### src/rtl/word_framer_pkg.sv
`timescale 1ns/1ps
package word_framer_pkg;
  parameter int WORD_W   = 12;
  parameter int MARK_W   = 2;
  parameter int PAD_W    = 2;
  parameter int CADENCE  = 3;
  parameter int BASE_LEN = MARK_W + WORD_W;
  parameter int LONG_LEN = BASE_LEN + PAD_W;
  parameter int FRAME_W  = LONG_LEN;
  parameter int POS_W    = $clog2(LONG_LEN);
  parameter int PH_W     = $clog2(CADENCE);

  typedef logic [WORD_W-1:0]  word_t;
  typedef logic [FRAME_W-1:0] frame_t;
  typedef logic [POS_W-1:0]   pos_t;
  typedef logic [PH_W-1:0]    phase_t;
  typedef logic [POS_W:0]     len_t;

  // marker is a one followed by zeros
  parameter logic [MARK_W-1:0] MARKER = {1'b1, {(MARK_W-1){1'b0}}};

  // length of a slot in bit times for a given cadence phase
  function automatic len_t slot_len(input logic over, input phase_t ph);
    if (over && ph == PH_W'(CADENCE-1)) return len_t'(LONG_LEN);
    return len_t'(BASE_LEN);
  endfunction

  // full-width frame, transmitted from the top bit down
  function automatic frame_t build_frame(input word_t w);
    return {MARKER, w, {PAD_W{1'b0}}};
  endfunction
endpackage

### src/rtl/word_framer_slot_timer.sv
`timescale 1ns/1ps
module word_framer_slot_timer
  import word_framer_pkg::*;
(
  input  logic clk,
  input  logic rst_n,
  input  logic en,
  input  logic over_mode,
  output logic slot_start,
  output logic tail_bit
);
  pos_t   pos;
  phase_t phase;
  len_t   len;
  logic   last;

  always_comb begin
    len        = slot_len(over_mode, phase);
    last       = ({1'b0, pos} == len - 1'b1);
    slot_start = en && (pos == '0);
    tail_bit   = en && ({1'b0, pos} >= len_t'(BASE_LEN));
  end

  always_ff @(posedge clk or negedge rst_n) begin
    if (!rst_n) begin
      pos   <= '0;
      phase <= '0;
    end else if (!en) begin
      pos   <= '0;
      phase <= '0;
    end else if (last) begin
      pos   <= '0;
      phase <= (phase == PH_W'(CADENCE-1)) ? '0 : phase + 1'b1;
    end else begin
      pos   <= pos + 1'b1;
    end
  end
endmodule

### src/rtl/word_framer_hold.sv
`timescale 1ns/1ps
module word_framer_hold
  import word_framer_pkg::*;
(
  input  logic  clk,
  input  logic  rst_n,
  input  logic  en,
  input  logic  slot_start,
  input  logic  wr_vld,
  input  word_t wr_data,
  output logic  hold_vld,
  output word_t hold_data,
  output logic  ovf
);
  logic clash;

  assign clash = wr_vld && hold_vld && !slot_start;

  always_ff @(posedge clk or negedge rst_n) begin
    if (!rst_n) begin
      hold_vld  <= 1'b0;
      hold_data <= '0;
      ovf       <= 1'b0;
    end else if (!en) begin
      hold_vld  <= 1'b0;
      ovf       <= 1'b0;
    end else if (slot_start) begin
      // the slot takes the held word; a new arrival refills the register
      hold_vld <= wr_vld;
      if (wr_vld) hold_data <= wr_data;
    end else if (clash) begin
      ovf <= 1'b1;
    end else if (wr_vld) begin
      hold_vld  <= 1'b1;
      hold_data <= wr_data;
    end
  end
endmodule

### src/rtl/word_framer_shifter.sv
`timescale 1ns/1ps
module word_framer_shifter
  import word_framer_pkg::*;
(
  input  logic  clk,
  input  logic  rst_n,
  input  logic  en,
  input  logic  slot_start,
  input  logic  hold_vld,
  input  word_t hold_data,
  output logic  ser_bit,
  output logic  bit_qual
);
  frame_t shreg;
  frame_t load_frame;

  always_comb begin
    load_frame = hold_vld ? build_frame(hold_data) : '0;
  end

  always_ff @(posedge clk or negedge rst_n) begin
    if (!rst_n) begin
      shreg    <= '0;
      ser_bit  <= 1'b0;
      bit_qual <= 1'b0;
    end else if (!en) begin
      shreg    <= '0;
      ser_bit  <= 1'b0;
      bit_qual <= 1'b0;
    end else begin
      bit_qual <= 1'b1;
      if (slot_start) begin
        ser_bit <= load_frame[FRAME_W-1];
        shreg   <= load_frame << 1;
      end else begin
        ser_bit <= shreg[FRAME_W-1];
        shreg   <= shreg << 1;
      end
    end
  end
endmodule

### src/rtl/word_framer.sv
`timescale 1ns/1ps
module word_framer
  import word_framer_pkg::*;
(
  input  logic              clk,
  input  logic              rst_n,
  input  logic              en,
  input  logic              over_mode,
  input  logic              wr_vld,
  input  logic [WORD_W-1:0] wr_data,
  output logic              ser_bit,
  output logic              bit_qual,
  output logic              ovf
);
  // named internal events, watched by the bound checker
  logic  slot_start;
  logic  tail_bit;
  logic  hold_vld;
  word_t hold_data;

  word_framer_slot_timer timer_i (
    .clk        (clk),
    .rst_n      (rst_n),
    .en         (en),
    .over_mode  (over_mode),
    .slot_start (slot_start),
    .tail_bit   (tail_bit)
  );

  word_framer_hold hold_i (
    .clk        (clk),
    .rst_n      (rst_n),
    .en         (en),
    .slot_start (slot_start),
    .wr_vld     (wr_vld),
    .wr_data    (wr_data),
    .hold_vld   (hold_vld),
    .hold_data  (hold_data),
    .ovf        (ovf)
  );

  word_framer_shifter shift_i (
    .clk        (clk),
    .rst_n      (rst_n),
    .en         (en),
    .slot_start (slot_start),
    .hold_vld   (hold_vld),
    .hold_data  (hold_data),
    .ser_bit    (ser_bit),
    .bit_qual   (bit_qual)
  );
endmodule

### config.mk
export PLATFORM = sky130hd
export DESIGN_NAME = word_framer
export DESIGN_NICKNAME = d
export VERILOG_FILES = /design/src/rtl/word_framer_pkg.sv /design/src/rtl/word_framer_slot_timer.sv /design/src/rtl/word_framer_hold.sv /design/src/rtl/word_framer_shifter.sv /design/src/rtl/word_framer.sv
export SDC_FILE = /design/constraint.sdc
export NUM_CORES = 1
export LEC_CHECK = 0
export ABC_CLOCK_PERIOD_IN_PS = 3200
export CORE_MARGIN = 2
export CORE_UTILIZATION = 57
export CTS_CLUSTER_DIAMETER = 80
export DETAILED_ROUTE_END_ITERATION = 12
export GPL_TIMING_DRIVEN = 0
export PLACE_DENSITY = 0.86
export SLEW_MARGIN = 20
export SYNTH_ARGS = -nofsm -noshare
export SYNTH_HDL_FRONTEND = slang
export SYNTH_SLANG_ARGS = --single-unit
### constraint.sdc
create_clock -name clk -period 3.2 [get_ports clk]
set_clock_uncertainty 0.05 [all_clocks]
set_input_delay 0.96 -clock clk [delete_from_list [all_inputs] [get_ports clk]]
set_output_delay 0.96 -clock clk [all_outputs]
set_load 0.05 [all_outputs]
==> flow_metrics.py <==
metrics = {
    "logic_synthesis": {
        "syn_area_per_cell_um2": 13.8,
        "synth_seq_cells": 35,
        "ys_types": 29,
        "syn_nets": 123,
        "synth_top_cells_by_area": "dfrtp_1 61%, mux2_2 9.4%, a22o_2 7.7%",
        "yosysTopAreaCell": "dfrtp_1",
        "synthCells": 104,
        "synth_top_area_share_pct": 60.9,
        "syn_area_um2": 1440,
        "ys_seq_area_share_pct": 60.9,
        "ys_warn_count": 0,
    },
    "clock_network": {
        "cts_hold_buf": 0,
        "h-tree-depth": 2,
        "post-cts-setup-buffers": 0,
        "cts_made_buffers": 5,
        "cts_tree": "built",
        "clk_pin_slew_ps": 110,
        "cts_root_buffer": "clkbuf_4",
        "post_cts_resized": 0,
        "clock-sinks": 35,
        "clkLatencyLatePin_ps": 350,
        "clockBufferDepth": 2,
    },
    "finish": {
        "final_common_cell": "dfrtp_1",
        "fin_util_pct": 72.4,
        "fill_cells": 178,
        "fin_area_um2": 1760,
        "fin_nets": 150,
        "area_growth_syn_to_layout_pct": 22.5,
        "n_antenna_cell": 0,
        "drive_above_1_share_pct": 31.8,
        "final_cell_mix": "35 x dfrtp_1, 18 x clkdlybuf4s50_1, 12 x mux2_2",
    },
    "die": {
        "start_util_pct": 59.1,
        "ioPinCount": 20,
        "die_w_um": 54.2,
        "core_area_um2": 2430,
        "die_height_um": 54.2,
        "die_area_um2": 2940,
        "num_rows": 18,
    },
    "timing": {
        "final-hold-violation-count": 0,
        "finalCritPeriodShare_pct": 78.4,
        "timing.fmax_ghz": 0.399,
        "setup_viol_count_final": 0,
        "fin_ws_ps": 691,
        "final_max_slew_viol_count": 0,
        "period_needed_ps": 2510,
        "rsz0062_at_grt": "no",
        "worst_pin_slew_ps": 491,
        "setup_tns_ps": 0,
        "relSlewSlack_pct": 67.2,
    },
    "detailed_routing": {
        "wirelength_mm": 2.43,
        "num_vias": 887,
        "drt-met1-wl_mm": 1.09,
        "post_drt_wl_per_cell_um": 15.0,
        "wl_met2_mm": 1.15,
        "drc_errors": 0,
        "detail_route.iter0.violations": 7,
        "firstDrtPassIters": 4,
        "avgViaCountPerCell": 5.48,
        "ant_nets": 0,
        "route.top_layer_used": "met4",
        "wl_met3_um": 114,
    },
    "critical_path": {
        "critPathLaunchType": "register",
        "required_ps": 2190,
        "crit_end": "ovf",
        "r2r_setup_slack_ps": 1150,
        "worstPathCellList": "clkdlybuf4s50_1",
        "cp_slowest_cell": "clkdlybuf4s50_1",
        "worst-path-buf-inv": 1,
        "path_class": "register to primary output",
        "r2r_end": "hold_i.hold_data[10]$_DFFE_PN0P_",
        "rr_worst_depth": 6,
        "max_stage_delay_ps": 800,
        "cp-startpoint": "hold_i.ovf$_DFFE_PN0P_",
        "crit_arrival_ps": 1500,
        "crit_path_end_kind": "primary output",
        "crit_cells": 1,
        "path_delay_family": "buffers and inverters",
        "cp_max_fo": 2,
        "worstReg2RegStart": "timer_i.pos[1]$_DFF_PN0_",
    },
    "grt": {
        "grt_pass1_vias": 885,
        "grt_first_pass_wirelength_mm": 3.96,
        "grt_usage_pct": 20.1,
        "grt_overflow": 0,
        "grt_max_degree": 35,
        "antenna_found_initial": 0,
    },
    "power": {
        "power.density_nw_per_um2": 538,
        "vdd_drop_max_mv": 0.458,
        "power.leakage_nw": 0.796,
        "power_uw": 948,
    },
    "worst_hold_path": {
        "hp-class": "primary input to async pin",
    },
    "placed_design": {
        "post-dp-hpwl_mm": 1.64,
        "port_buffers": 19,
        "place_ws_ps": 685,
        "gp_congestion": 0.764,
        "placed_area_um2": 1680,
    },
    "flow_run": {
        "max_cap_violations": 0,
    },
    "outcome": {
        "outcome": "complete, no violations",
    },
}
==> routing by layer <==
metal / track usage (%) / vias up
li1: - / 429
met1: 24.9 / 430
met2: 31.1 / 21
met3: 5.74 / 7
met4: 12.5 / 0
met5: 0 / -
==> flip-flops by register name, summed over array words and instances (netlist names) <==
signal,count
timer_i.pos,4
hold_i.hold_vld,1
shift_i.ser_bit,1
hold_i.ovf,1
shift_i.bit_qual,1
timer_i.phase,2
hold_i.hold_data,12
shift_i.shreg,13
==> cell usage after synthesis (all sizes together) <==
| master | instances |
|---|---|
| nor4bb | 1 |
| a21o | 1 |
| o21bai | 1 |
| ha | 2 |
| nand3b | 2 |
| or3b | 1 |
| inv | 2 |
| dfrtp | 35 |
| and3 | 2 |
| buf | 2 |
| a22o | 11 |
| a21boi | 2 |
| nand4b | 1 |
| clkbuf | 2 |
| nor2 | 1 |
| or3 | 2 |
| a21oi | 4 |
| o22ai | 1 |
| xnor2 | 2 |
| xor2 | 1 |
| and2 | 2 |
| mux2 | 12 |
| nor2b | 3 |
| o21ai | 2 |
| nand2 | 9 |
==> metrics by stage <==
| step | instances | hold slack (ps) |
|---|---|---|
| 2_1_floorplan | 104 | 382 |
| 3_3_place_gp | 153 | 387 |
| 3_5_place_dp | 154 | 397 |
| 4_1_cts | 162 | 322 |
| 5_1_grt | 162 | 309 |
| 6_report | 162 | 334 |
==> where the power goes <==
group,switching (mW),internal (mW)
Sequential,0.0239,0.484
Combinational,0.0537,0.0722
Clock,0.150,0.164
Total,0.228,0.721
==> how the worst min path moves through the flow <==
stage                                        end                        start  depth (start not counted)  slack, ps
floorplan              shift_i.ser_bit$_DFF_PN0_  shift_i.shreg[15]$_DFF_PN0_                          1        380
global placement       shift_i.ser_bit$_DFF_PN0_  shift_i.shreg[15]$_DFF_PN0_                          1        390
CTS                 timer_i.phase[1]$_DFFE_PN0P_                        rst_n                          1        320
finish              timer_i.phase[1]$_DFFE_PN0P_                        rst_n                          1        330
detailed placement     shift_i.ser_bit$_DFF_PN0_  shift_i.shreg[15]$_DFF_PN0_                          1        400
global route        timer_i.phase[1]$_DFFE_PN0P_                        rst_n                          1        310
==> area by class of cell <==
cell class | count | area [um^2] | share of cell area [%]
buffer | 4 | 36.3 | 2.06
multi-input combinational | 63 | 518 | 29.4
clock buffer | 5 | 37.5 | 2.13
clock inverter | 3 | 43.8 | 2.49
timing repair buffer | 20 | 205 | 11.6
tap | 30 | 37.5 | 2.13
sequential | 35 | 876 | 49.7
inverter | 2 | 7.51 | 0.426
==> cell families after synthesis <==
logic type	synth area share (%)
DFF	60.9
xor gates and xnor gates	1.83
adders and majority gates	1.74
muxes	9.40
buffers and inverters	3.05
AOI/OAI and AO/OA	13.1
and+or+nand+nor	9.92
Note: power is estimated with default switching activity, not from simulation.
